===== config.mk =====
export PLATFORM = sky130hd
export DESIGN_NAME = dga_top
export DESIGN_NICKNAME = d
export VERILOG_FILES = /design/src/rtl/dga_pkg.sv /design/src/rtl/dga_stage.sv /design/src/rtl/dga_slotfill.sv /design/src/rtl/dga_top.sv
export SDC_FILE = /design/constraint.sdc
export NUM_CORES = 1
export LEC_CHECK = 0
export ABC_AREA = 1
export BUFFER_PORTS_ARGS = -buffer_cell sky130_fd_sc_hd__buf_4
export CAP_MARGIN = 20
export CORE_ASPECT_RATIO = 1.5
export CORE_MARGIN = 2
export CORE_UTILIZATION = 35
export DETAILED_ROUTE_END_ITERATION = 7
export SLEW_MARGIN = 20
export SYNTH_ARGS = -nofsm -noshare
export SYNTH_HDL_FRONTEND = slang
export SYNTH_SLANG_ARGS = --single-unit

===== constraint.sdc =====
create_clock -name clk -period 9.69 [get_ports clk]
set_clock_uncertainty 0.05 [all_clocks]
set_input_delay 1.938 -clock clk [delete_from_list [all_inputs] [get_ports clk]]
set_output_delay 1.938 -clock clk [all_outputs]
set_load 0.005 [all_outputs]

===== src/rtl/dga_pkg.sv =====
package dga_pkg;
    localparam int NSLOT    = 5;
    localparam int LAST     = NSLOT - 1;
    localparam int CLSW     = 4;
    localparam int PARTW    = 2;
    localparam int IDXW     = 3;
    localparam int POSW     = 3;
    localparam logic [POSW-1:0] POS_FULL = 3'd5;

    typedef enum logic [CLSW-1:0] {
        CLS_INT    = 4'd0,
        CLS_FP     = 4'd1,
        CLS_MEM    = 4'd2,
        CLS_PAIR   = 4'd3,
        CLS_TRIO   = 4'd4,
        CLS_QUAD   = 4'd5,
        CLS_FRONT2 = 4'd6,
        CLS_SOLO1  = 4'd7,
        CLS_BRANCH = 4'd8
    } op_cls_e;

    typedef struct packed {
        logic            vld;
        logic [IDXW-1:0] idx;
        logic [CLSW-1:0] cls;
        logic [PARTW-1:0] part;
        logic            unit;
    } slot_t;

    typedef struct packed {
        logic            ok;
        logic [POSW-1:0] start;
        logic [POSW-1:0] len;
        logic [POSW-1:0] nxt;
    } place_t;

    // Placement rule for one operation given the next free slot p.
    function automatic place_t place_rule(logic [CLSW-1:0] c, logic [POSW-1:0] p);
        place_t r;
        logic   closes;
        r      = '0;
        closes = 1'b0;
        r.start = p;
        r.len   = 3'd1;
        case (c)
            CLS_INT, CLS_FP, CLS_MEM: r.ok = (p <= 3'd3);
            CLS_PAIR:   begin r.ok = (p <= 3'd2); r.len = 3'd2; end
            CLS_TRIO:   begin r.ok = (p <= 3'd1); r.len = 3'd3; end
            CLS_QUAD:   begin r.ok = (p == 3'd0); r.len = 3'd4; closes = 1'b1; end
            CLS_FRONT2: begin r.ok = (p == 3'd0); r.len = 3'd2; end
            CLS_SOLO1:  r.ok = (p == 3'd0);
            CLS_BRANCH: begin r.ok = (p <= 3'd4); r.start = 3'(LAST); closes = 1'b1; end
            default:    r.ok = 1'b0;
        endcase
        r.nxt = closes ? POS_FULL : p + r.len;
        return r;
    endfunction

    // Unit select for slot s (0-based).
    function automatic logic unit_for(logic [CLSW-1:0] c, int s);
        if (c == CLS_MEM) return (s == 1) || (s == 2);
        return s[0];
    endfunction
endpackage


===== src/rtl/dga_stage.sv =====
module dga_stage
    import dga_pkg::*;
(
    input  logic            run_in,
    input  logic [POSW-1:0] pos_in,
    input  logic            op_valid,
    input  logic [CLSW-1:0] op_cls,
    output logic            fit,
    output logic [POSW-1:0] start,
    output logic [POSW-1:0] len,
    output logic [POSW-1:0] pos_out
);
    place_t pr;

    always_comb begin
        pr      = place_rule(op_cls, pos_in);
        fit     = run_in && op_valid && pr.ok;
        start   = pr.start;
        len     = pr.len;
        pos_out = fit ? pr.nxt : pos_in;
    end
endmodule


===== src/rtl/dga_slotfill.sv =====
module dga_slotfill
    import dga_pkg::*;
#(
    parameter int NIN = 5
) (
    input  logic [NIN-1:0]            fit,
    input  logic [NIN-1:0][POSW-1:0]  start,
    input  logic [NIN-1:0][POSW-1:0]  len,
    input  logic [NIN-1:0][CLSW-1:0]  cls,
    output slot_t [NSLOT-1:0]         slots
);
    for (genvar s = 0; s < NSLOT; s++) begin : g_slot
        always_comb begin
            slots[s] = '0;
            for (int i = 0; i < NIN; i++) begin
                if (fit[i] && (s >= int'(start[i])) && (s < int'(start[i]) + int'(len[i]))) begin
                    slots[s].vld  = 1'b1;
                    slots[s].idx  = IDXW'(i);
                    slots[s].cls  = cls[i];
                    slots[s].part = PARTW'(s - int'(start[i]));
                    slots[s].unit = unit_for(cls[i], s);
                end
            end
        end
    end
endmodule


===== src/rtl/dga_top.sv =====
module dga_top
    import dga_pkg::*;
#(
    parameter int NIN = 5
) (
    input  logic                        clk,
    input  logic                        rst,
    input  logic [NIN-1:0]              in_valid,
    input  logic [NIN-1:0][CLSW-1:0]    in_cls,
    output logic [IDXW-1:0]             take_cnt,
    input  logic                        grp_ready,
    output logic                        grp_valid,
    output logic [NSLOT-1:0]            slot_vld,
    output logic [NSLOT-1:0][IDXW-1:0]  slot_idx,
    output logic [NSLOT-1:0][CLSW-1:0]  slot_cls,
    output logic [NSLOT-1:0][PARTW-1:0] slot_part,
    output logic [NSLOT-1:0]            slot_unit
);
    localparam int CNTW = IDXW;

    logic [NIN:0]              run;
    logic [NIN:0][POSW-1:0]    pos;
    logic [NIN-1:0]            fit;
    logic [NIN-1:0][POSW-1:0]  st;
    logic [NIN-1:0][POSW-1:0]  ln;
    slot_t [NSLOT-1:0]         nxt_slots;
    slot_t [NSLOT-1:0]         grp_q;
    logic                      grp_valid_q;
    logic [CNTW-1:0]           cnt;
    logic                      load_en;

    assign run[0] = 1'b1;
    assign pos[0] = '0;

    for (genvar i = 0; i < NIN; i++) begin : g_chain
        dga_stage u_stage (
            .run_in  (run[i]),
            .pos_in  (pos[i]),
            .op_valid(in_valid[i]),
            .op_cls  (in_cls[i]),
            .fit     (fit[i]),
            .start   (st[i]),
            .len     (ln[i]),
            .pos_out (pos[i+1])
        );
        assign run[i+1] = fit[i];
    end

    dga_slotfill #(.NIN(NIN)) u_fill (
        .fit  (fit),
        .start(st),
        .len  (ln),
        .cls  (in_cls),
        .slots(nxt_slots)
    );

    always_comb begin
        cnt = '0;
        for (int i = 0; i < NIN; i++) cnt = cnt + CNTW'(fit[i]);
    end

    assign load_en  = !grp_valid_q || grp_ready;
    assign take_cnt = load_en ? cnt : '0;

    always_ff @(posedge clk) begin
        if (rst) begin
            grp_valid_q <= 1'b0;
            grp_q       <= '0;
        end else if (load_en) begin
            grp_valid_q <= (cnt != '0);
            grp_q       <= nxt_slots;
        end
    end

    assign grp_valid = grp_valid_q;
    for (genvar s = 0; s < NSLOT; s++) begin : g_out
        assign slot_vld[s]  = grp_q[s].vld;
        assign slot_idx[s]  = grp_q[s].idx;
        assign slot_cls[s]  = grp_q[s].cls;
        assign slot_part[s] = grp_q[s].part;
        assign slot_unit[s] = grp_q[s].unit;
    end
endmodule


==> results.py, run 1 <==
metrics = {
    "run_status": {
        "outcome": "completed",
    },
    "detailed_routing": {
        "wire_per_inst_um": 15.64,
        "ant_nets": 0,
        "drc": 0,
        "drt-vias-per-instance": 5.110,
        "drt_iter0_markers": 473,
        "finalWirelength_um": 18540,
        "dr.pass1.iters": 5,
        "vias": 6055,
    },
    "setup_path": {
        "path_class": "in2out",
        "slowest_stage": "fa_1",
        "worstSetupStartpointType": "input pin",
        "cp_data_arrival_time_ns": 7.16,
        "crit_fanout": 18,
        "endpoint_kind": "primary output",
        "slowest_delay_ns": 0.53,
        "crit_required_ns": 7.70,
    },
    "yosys": {
        "synth_ff_type": "dfxtp_1",
        "synth_cell_types": 53,
        "synth.avg_cell_area_um2": 6.141,
        "synth_edf_count": 0,
        "synthAdderAreaFrac": 0.08986,
        "synth_area_leader_cell": "dfxtp_1",
        "asyncSetResetFlopFracSynth": 0,
        "synth.area.top_cells": "dfxtp_1 (19%), nand2_1 (12%), inv_1 (10%)",
        "synth_commonest_cells": "nand2_1 (182), inv_1 (155), o21ai_0 (94)",
        "netlist_instances": 916,
        "netlist_area_um2": 5625,
        "synth-simple-area-share": 0.3723,
        "synth_compound_area_frac": 0.1982,
        "synthMuxAreaShare": 0.003781,
        "synth_top_cell_area_share": 0.1886,
        "synth.most_common_cell": "nand2_1",
        "synth_xor_xnor_area_share": 0.006228,
        "yosys_register_bits": 53,
        "yosysSeqAreaShare": 0.1886,
        "synth_top_family_by_area": "simple AND/OR/NAND/NOR gates",
        "yosys_warnings": 0,
    },
    "pwr": {
        "power.internal_uw": 418.1,
        "power.leakage_uw": 0.003505,
        "clkPwrFrac": 0.316,
        "powerDensity_nw_per_um2": 96.39,
        "p_sw_frac": 0.3390,
        "seq_power_share": 0.363,
        "combPwrFrac": 0.321,
        "ir_drop_uv": 69.80,
        "p_sw_uw": 214.5,
        "totalPowerFinal_uw": 632.6,
    },
    "grt": {
        "grt_max_degree": 77,
        "antenna_found_initial": 0,
        "grt-ovfl-total": 0,
        "grt_pass1_vias": 5835,
        "gr-usage-all-layers": 0.2175,
        "grt_pass1_wl_um": 29970,
    },
    "floorplan": {
        "die_width_um": 107.5,
        "die_y_um": 159.3,
        "num_rows": 56,
        "start_util": 0.3584,
        "ios": 87,
        "core-area_um2": 15700,
        "dieArea_um2": 17120,
    },
    "layout": {
        "final_net_count": 1044,
        "antenna_cells": 0,
        "drive_above_1_share": 0.1772,
        "n_fill_cell": 1775,
        "stdcell_count": 1185,
        "area_delta_synth_final_pct": 16.66,
    },
    "min_path": {
        "hold_path.class": "reg2reg",
    },
    "place": {
        "dp_hpwl_um": 15190,
        "gp_congestion": 0.9656,
        "port_buffers": 84,
        "place_inst": 1177,
    },
    "clock_tree": {
        "cts_tree": "built",
        "cts_root_buffer": "clkbuf_16",
        "htree_levels": 2,
        "clock_path_buffers": 2,
        "insertion_delay_ns": 0.29,
        "ctsResizeCount": 0,
        "cts_made_buffers": 5,
        "post-cts-setup-buffer-count": 0,
        "clock-sinks": 53,
        "clkTransAtPathRegs_ns": 0.07,
        "ctsHoldBuffers": 0,
    },
    "timing": {
        "drv_slew": 0,
        "clock.fmax_ghz": 0.1094,
        "slew_headroom": 0.3153,
        "final-setup-viol-count": 0,
        "min_period_ns": 9.144,
        "rsz0062_at_grt": "false",
        "fin_setup_tns_ns": 0,
        "tightest_slew_ns": 1.026,
        "period_share": 0.9437,
        "hold_viol_final": 0,
    },
    "job": {
        "cap_viol_max_count": 0,
    },
}
## cell families (layout without fill, tap and decap cells)
kind of cell,after synthesis,in the layout
AO/OA/AOI/OAI,188,188
XOR/XNOR,4,4
adder cells (fa/ha/maj),35,35
buffers and inverters,201,266
flip-flops,53,53
multiplexers,2,2
other,1,2
AND/OR/NAND/NOR,432,432
## sequential cells by signal, indices dropped and copies added (netlist names)
| name | cells |
|---|---|
| slot_unit | 2 |
| slot_vld | 5 |
| grp_valid | 1 |
| slot_part | 10 |
| slot_idx | 15 |
| slot_cls | 20 |
## metrics by stage
stage | area, µm² | util | hold slack [ns] | setup WS [ns]
after floorplan | 5629 | - | 0.3855 | 1.052
after global placement | 6395 | 0.4074 | 0.3801 | 0.6436
after detailed placement | 6395 | 0.4074 | 0.3841 | 0.5184
after CTS | 6563 | 0.4181 | 0.3968 | 0.5215
after global routing | 6563 | 0.4181 | 0.4204 | 0.09323
final | 6563 | 0.4181 | 0.3922 | 0.5457
## final timing paths
kind	startpoint	to	cells after the start	slack, ns
worst max register to register	grp_valid$_SDFFE_PP0P_	slot_part[7]$_SDFFE_PP0P_	8	7.86
worst max-delay path	in_cls[2]	take_cnt[1]	34	0.55
worst min-delay path	slot_cls[11]$_SDFFE_PP0P_	slot_cls[11]$_SDFFE_PP0P_	2	0.39
worst min register to register	slot_cls[11]$_SDFFE_PP0P_	slot_cls[11]$_SDFFE_PP0P_	2	0.39
## worst max-delay path: cells and delay by family
family                   cells  cell delay [ns]
adder cells (fa/ha/maj)      7             2.58
AND/OR/NAND/NOR             18             1.88
buffers and inverters        9             0.75
## routing by layer
| metal | GRT usage | up-vias | routed length [µm] |
|---|---|---|---|
| li1 | - | 3096 | - |
| met1 | 0.2531 | 2751 | 7480 |
| met2 | 0.3945 | 162 | 9613 |
| met3 | 0.02579 | 46 | 606 |
| met4 | 0.08974 | 0 | 838 |
| met5 | 0 | - | 0 |
## final cells by class
class / count / area (µm²) / area share
clock buffers: 6 / 128.9 / 0.01964
flip-flops and latches: 53 / 1061 / 0.1617
multi-input cells: 663 / 3779 / 0.5758
repair buffers: 88 / 660.6 / 0.1007
clock inverters: 2 / 38.79 / 0.005910
inverters: 170 / 640.6 / 0.09762
well taps: 203 / 254.0 / 0.03870
## power groups by stage
stage,sequential (µW),clock [µW],combinational (µW)
after floorplan,234,0,139
after global placement,234,0,201
after CTS,229,206,202
after global routing,230,215,229
final,229,200,203
after detailed placement,234,0,201
## placed cells by master (no fill, tap or decap), types with 3 or more instances in the layout
cell type	Yosys	routed
nand3_2	12	12
a21oi_1	44	44
clkbuf_16	0	5
ha_1	26	26
a21oi_2	5	5
buf_4	3	88
a21oi_4	4	4
o21ai_0	94	94
o22ai_1	5	5
nand3_4	3	3
dfxtp_1	53	53
inv_2	14	15
nand2_2	17	17
o211ai_1	11	11
o221ai_1	5	5
nor3_1	16	16
fa_1	9	9
xnor2_1	3	3
nand3_1	89	89
nor2_1	77	77
o31ai_1	4	4
nand4_1	8	8
nand2_1	182	182
nand3b_1	3	3
a21o_1	3	3
nor2_2	4	4
inv_1	155	154
a31oi_1	5	5
nand2_4	8	8
No activity file was read; power rests on OpenSTA's default activity.
==> inputs of run 2 (changes only) <==
--- a/config.mk
+++ b/config.mk
@@ -5,7 +5,6 @@
 export SDC_FILE = /design/constraint.sdc
 export NUM_CORES = 1
 export LEC_CHECK = 0
-export ABC_AREA = 1
 export BUFFER_PORTS_ARGS = -buffer_cell sky130_fd_sc_hd__buf_4
 export CAP_MARGIN = 20
 export CORE_ASPECT_RATIO = 1.5
==> run 2 against run 1 <==
- utilization rose by 1.1 points
- maximum frequency is 2.6% lower
- wire length rose by 3.7%
- critical endpoint unchanged
==> results.py, run 2 <==
metrics = {
    "run_status": {
        "outcome": "completed",
    },
    "pwr": {
        "power.leakage_uw": 0.002661,
        "clkPwrFrac": 0.297,
        "combPwrFrac": 0.334,
        "ir_drop_uv": 82.92,
        "p_sw_frac": 0.3488,
        "powerDensity_nw_per_um2": 94.80,
        "totalPowerFinal_uw": 612.6,
        "seq_power_share": 0.369,
        "p_sw_uw": 213.7,
        "power.internal_uw": 398.9,
    },
    "floorplan": {
        "ios": 87,
        "die_width_um": 105.4,
        "start_util": 0.3584,
        "die_y_um": 156.1,
        "num_rows": 55,
        "dieArea_um2": 16460,
        "core-area_um2": 15070,
    },
    "yosys": {
        "synth_ff_type": "dfxtp_1",
        "synth_top_cell_area_share": 0.1964,
        "synth_xor_xnor_area_share": 0.009729,
        "asyncSetResetFlopFracSynth": 0,
        "synth_cell_types": 90,
        "synth.area.top_cells": "dfxtp_1 (20%), a21oi_1 (6.6%), nand2_1 (6.0%)",
        "synth_compound_area_frac": 0.2821,
        "synth.avg_cell_area_um2": 7.299,
        "netlist_area_um2": 5401,
        "synth_edf_count": 0,
        "synth.most_common_cell": "nand2_1",
        "netlist_instances": 740,
        "synthAdderAreaFrac": 0.09544,
        "yosys_register_bits": 53,
        "yosys_warnings": 0,
        "synth_top_family_by_area": "simple AND/OR/NAND/NOR gates",
        "synthMuxAreaShare": 0.04262,
        "synth-simple-area-share": 0.2926,
        "synth_commonest_cells": "nand2_1 (87), a21oi_1 (71), dfxtp_1 (53)",
        "synth_area_leader_cell": "dfxtp_1",
        "yosysSeqAreaShare": 0.1964,
    },
    "timing": {
        "clock.fmax_ghz": 0.1065,
        "tightest_slew_ns": 1.129,
        "period_share": 0.9687,
        "rsz0062_at_grt": "false",
        "final-setup-viol-count": 0,
        "drv_slew": 0,
        "min_period_ns": 9.387,
        "fin_setup_tns_ns": 0,
        "slew_headroom": 0.2457,
        "hold_viol_final": 0,
    },
    "grt": {
        "gr-usage-all-layers": 0.2322,
        "grt_busiest_layer": "met2",
        "gr-usage-met1": 0.2686,
        "use_met3": 0.02590,
        "grtUsageMet2": 0.4289,
        "antenna_found_initial": 0,
        "grt_pass1_wl_um": 30620,
        "grt_max_degree": 49,
        "grt_pass1_vias": 5778,
        "grt-ovfl-total": 0,
    },
    "setup_path": {
        "path_class": "in2out",
        "worstSetupStartpointType": "input pin",
        "cp_data_arrival_time_ns": 7.40,
        "crit_required_ns": 7.70,
        "endpoint_kind": "primary output",
        "crit_fanout": 14,
    },
    "clock_tree": {
        "cts_tree": "built",
        "clock-sinks": 53,
        "htree_levels": 2,
        "cts_made_buffers": 5,
        "cts_root_buffer": "clkbuf_16",
        "clkTransAtPathRegs_ns": 0.07,
        "insertion_delay_ns": 0.29,
        "clock_path_buffers": 2,
    },
    "detailed_routing": {
        "wire_per_inst_um": 19.06,
        "drt-vias-per-instance": 5.730,
        "ant_nets": 0,
        "dr.pass1.iters": 5,
        "drt_iter0_markers": 334,
        "finalWirelength_um": 19220,
        "vias": 5776,
        "drc": 0,
    },
    "job": {
        "cap_viol_max_count": 0,
    },
    "layout": {
        "mostFrequentLayoutCells": "buf_4 (118), nand2_1 (87), a21oi_1 (70), dfxtp_1 (53), nor2_1 (51)",
        "multi_input_area_um2": 3953,
        "n_fill_cell": 1564,
        "area_delta_synth_final_pct": 19.64,
        "drive_above_1_share": 0.2126,
        "layout_commonest_cell": "buf_4",
        "ff_latch_area_um2": 1061,
        "final_net_count": 871,
        "largest_reg_flops": 20,
        "antenna_cells": 0,
        "design_area_um2": 6462,
    },
    "place": {
        "port_buffers": 84,
        "placed_area_um2": 6266,
        "gp_congestion": 0.9257,
        "dp_hpwl_um": 15180,
    },
    "min_path": {
        "hold_path.class": "reg2reg",
    },
}
==> run 2: cell count changes after synthesis, moves of 13 or more <==
cell      previous run  this run
mux2i_1              1        17
nor3_1              16        35
inv_1              155        38
clkbuf_1            19        35
nand2_1            182        87
nand3_1             89        30
nor2_1              77        51
a211oi_1             1        23
a21oi_1             44        71
or3_1                0        13
o21ai_0             94        33
nand2_2             17         0
==> run 2: kinds of logic (layout without fill, tap and decap cells) <==
logic type                 after synthesis  count (layout)
buffers and inverters                  101             169
adders and majority gates               36              36
other                                    1               2
AOI/OAI and AO/OA                      218             218
muxes                                   22              22
and+or+nand+nor                        303             303
DFF                                     53              53
xor gates and xnor gates                 6               6
==> run 2: timing repair <==
| item | CTS | global route |
|---|---|---|
| gates resized for setup | 0 | 8 |
| endpoints found under the setup margin | 0 | 3 |
| setup buffers | 0 | 2 |
| hold buffers | 0 | 0 |
==> run 2: power groups by stage <==
stage	clock network, µW	logic, µW	registers, µW
detailed placement	0	200	231
global route	192	226	227
finish	182	205	226
floorplan	0	131	231
CTS	185	201	226
global placement	0	200	231
==> run 2: worst max-delay path: stages <==
cell and delay (ns):
buf_4 0.17, nand2b_1 0.18, nor3b_2 0.07, inv_1 0.07, ha_1 0.25, a31oi_1 0.12, o21ai_2 0.18, inv_1 0.06
ha_1 0.20, fa_1 0.52, nand3b_2 0.10, mux2_2 0.34, inv_2 0.13, fa_1 0.42, nand2b_1 0.14, nand2_1 0.07
nor3_1 0.14, a311o_1 0.25, a311oi_4 0.05, or4_1 0.50, fa_1 0.51, inv_1 0.05, fa_1 0.36, ha_1 0.29
and2_1 0.14, buf_4 0.13
==> run 2: stage by stage <==
stage	setup slack [ns]	hold WS, ns	instances	util
detailed placement	0.1498	0.3973	998	0.4158
floorplan	0.4507	0.3982	741	-
global placement	0.1814	0.3904	998	0.4158
global route	0.01335	0.4237	1008	0.4288
CTS	0.1295	0.4057	1006	0.4258
finish	0.3034	0.4025	1008	0.4288
==> run 2: layer usage <==
metal	wire length (µm)	share of wire
met4	788	0.041
met1	7698	0.40
met2	9830	0.51
met5	0	0
met3	899	0.047
==> run 2: layout make-up <==
class	instances	share of cell area
multi-input cells	587	0.6116
well taps	199	0.03853
flip-flops and latches	53	0.1642
clock inverters	3	0.004066
clock buffers	5	0.01936
repair buffers	118	0.1371
inverters	43	0.02517
==> run 2: path summary, 6_finish.rpt <==
kind,end,startpoint,slack [ns],cells after the start
setup / recovery,take_cnt[1],in_cls[1],0.30,26
hold / removal,slot_idx[0]$_SDFFE_PP0P_,slot_idx[0]$_SDFFE_PP0P_,0.40,2
setup reg to reg,slot_cls[8]$_SDFFE_PP0P_,grp_valid$_SDFFE_PP0P_,7.75,4
hold reg to reg,slot_idx[0]$_SDFFE_PP0P_,slot_idx[0]$_SDFFE_PP0P_,0.40,2
==> inputs of run 3 (changes only) <==
--- a/config.mk
+++ b/config.mk
@@ -7,10 +7,13 @@
 export LEC_CHECK = 0
 export BUFFER_PORTS_ARGS = -buffer_cell sky130_fd_sc_hd__buf_4
 export CAP_MARGIN = 20
+export CELL_PAD_IN_SITES_DETAIL_PLACEMENT = 1
+export CELL_PAD_IN_SITES_GLOBAL_PLACEMENT = 2
 export CORE_ASPECT_RATIO = 1.5
 export CORE_MARGIN = 2
-export CORE_UTILIZATION = 35
+export CORE_UTILIZATION = 33
 export DETAILED_ROUTE_END_ITERATION = 7
+export PLACE_DENSITY_LB_ADDON = 0.1
 export SLEW_MARGIN = 20
 export SYNTH_ARGS = -nofsm -noshare
 export SYNTH_HDL_FRONTEND = slang
==> run 3 against run 2 <==
- non-clock buffer count is 3 lower
- combinational power is essentially flat
- final cell count rose by 0.40%
- sequential share of layout area down 0.14 points
- first-iteration DRC count down 36%
- utilization fell by 2.4 points
- critical path depth did not move
- critical path type unchanged
==> results.py, run 3 (synthesis gave the netlist of run 2 again) <==
metrics = {
    "job": {
        "cap_viol_max_count": 0,
    },
    "floorplan": {
        "ios": 87,
        "die_y_um": 160.7,
        "num_rows": 57,
        "die_width_um": 108.5,
        "dieArea_um2": 17430,
        "start_util": 0.3351,
        "core-area_um2": 16120,
    },
    "clock_tree": {
        "cts_tree": "built",
        "insertion_delay_ns": 0.29,
        "htree_levels": 2,
        "clkTransAtPathRegs_ns": 0.07,
        "cts_root_buffer": "clkbuf_16",
        "cts_made_buffers": 5,
        "ctsHoldBuffers": 0,
        "clock_path_buffers": 2,
        "clock-sinks": 53,
    },
    "place": {
        "place_inst": 998,
        "dp_hpwl_um": 17810,
        "port_buffers": 84,
        "place_ws_ns": -0.1115,
        "gp_congestion": 0.9547,
    },
    "grt": {
        "grt-ovfl-total": 0,
        "gr-usage-met1": 0.3025,
        "grtUsageMet2": 0.4580,
        "grt_pass1_vias": 6187,
        "grt_pass1_wl_um": 34730,
        "use_met3": 0.02313,
        "antenna_found_initial": 0,
        "grt_max_degree": 49,
        "gr-usage-all-layers": 0.2546,
        "grt_busiest_layer": "met2",
    },
    "timing": {
        "tightest_slew_ns": 1.091,
        "rsz0062_at_grt": "false",
        "setup_ws_ns": 0.2790,
        "slew_headroom": 0.2670,
        "period_share": 0.9712,
        "min_period_ns": 9.411,
        "final-setup-viol-count": 0,
        "drv_slew": 0,
        "clock.fmax_ghz": 0.1063,
        "hold_viol_final": 0,
    },
    "detailed_routing": {
        "vias": 5862,
        "wire_per_inst_um": 21.94,
        "drt-vias-per-instance": 5.792,
        "drc": 0,
        "finalWirelength_um": 22200,
        "drt_iter0_markers": 214,
        "ant_nets": 0,
        "dr.pass1.iters": 4,
    },
    "layout": {
        "stdcell_count": 1012,
        "area_delta_synth_final_pct": 20.71,
        "layout_commonest_cell": "buf_4",
        "mostFrequentLayoutCells": "buf_4 (114), nand2_1 (86), a21oi_1 (71), dfxtp_1 (53), nor2_1 (50)",
        "final_net_count": 868,
        "drive_above_1_share": 0.2208,
        "n_fill_cell": 2084,
        "antenna_cells": 0,
        "largest_reg_flops": 20,
    },
    "pwr": {
        "powerDensity_nw_per_um2": 94.87,
        "seq_power_share": 0.366,
        "power.leakage_uw": 0.002659,
        "power.internal_uw": 397.8,
        "p_sw_frac": 0.3569,
        "clkPwrFrac": 0.297,
        "ir_drop_uv": 101.5,
        "combPwrFrac": 0.337,
        "p_sw_uw": 220.8,
    },
    "setup_path": {
        "endpoint_kind": "primary output",
        "cp_data_arrival_time_ns": 7.42,
        "crit_required_ns": 7.70,
        "path_class": "in2out",
        "crit_fanout": 14,
        "worstSetupStartpointType": "input pin",
    },
    "min_path": {
        "hold_path.class": "reg2reg",
    },
    "run_status": {
        "outcome": "completed",
    },
}
==> run 3: changes by cell type in the layout (fill, tap and decap cells not counted), sizes merged <==
| cell | before | now |
|---|---|---|
| buf | 118 | 115 |
==> run 3: per-layer routing <==
layer  routed length [µm]  up-vias  share of wire
met4                  913        0          0.041
li1                     -     2838              -
met2                11630      130           0.52
met1                 8955     2843           0.40
met5                    0        -              0
met3                  700       51          0.032
==> run 3: worst paths after layout <==
path                                   from                        end  slack (ns)  cells past startpoint
setup / recovery                  in_cls[1]                take_cnt[1]        0.28                     26
hold / removal    slot_idx[13]$_SDFFE_PP0P_  slot_idx[13]$_SDFFE_PP0P_        0.41                      2
setup reg to reg     grp_valid$_SDFFE_PP0P_  slot_cls[10]$_SDFFE_PP0P_        7.73                      4
hold reg to reg   slot_idx[13]$_SDFFE_PP0P_  slot_idx[13]$_SDFFE_PP0P_        0.41                      2
==> run 3: power by group through the flow <==
stage               Combinational, µW  Clock, µW  Sequential (µW)
floorplan                         131          0              231
finish                            208        184              226
CTS                               202        188              226
detailed placement                201          0              231
global placement                  195          0              231
global route                      230        198              227
==> run 3: repair_timing <==
| action | 4_1_cts | 5_1_grt |
|---|---|---|
| setup buffers | 0 | 5 |
| pin swaps | 0 | 5 |
| setup endpoints to repair | 2 | 3 |
| gates cloned | 0 | 0 |
| resized for setup | 2 | 16 |
==> run 3: worst max-delay path, cell delays in order <==
cell and delay (ns):
buf_4 0.19, nand2b_4 0.17, nor3b_2 0.05, inv_1 0.12, ha_4 0.17, a31oi_1 0.09, o21ai_2 0.19, inv_1 0.07
ha_1 0.21, fa_1 0.53, nand3b_2 0.10, mux2_2 0.30, inv_2 0.13, fa_1 0.43, nand2b_1 0.13, nor3_1 0.08
a21oi_2 0.19, buf_4 0.17, a311oi_4 0.09, or4_4 0.57, fa_1 0.50, inv_1 0.06, fa_1 0.36, ha_1 0.29
and2_1 0.15, buf_4 0.13
==> run 3: metrics by stage <==
stage / area [µm²] / hold WS [ns] / power (µW) / setup TNS, ns / util
after floorplan: 5405 / 0.3982 / 361.8 / 0 / -
after global placement: 6222 / 0.3915 / 426.6 / 0 / 0.3860
after detailed placement: 6222 / 0.4009 / 432.5 / -0.1984 / 0.3860
after CTS: 6380 / 0.4100 / 616.4 / 0 / 0.3958
after global routing: 6520 / 0.4252 / 655.1 / 0 / 0.4045
final: 6520 / 0.4062 / 618.5 / 0 / 0.4045
==> run 3: cell type report <==
cell class / count / area [µm²] / share of cell area
Sequential cell: 53 / 1061 / 0.1627
Inverter: 43 / 162.7 / 0.02495
Clock inverter: 3 / 26.28 / 0.004030
Tap cell: 206 / 257.7 / 0.03953
Multi-Input combinational cell: 587 / 4004 / 0.6141
Timing Repair Buffer: 115 / 883.3 / 0.1355
Clock buffer: 5 / 125.1 / 0.01919
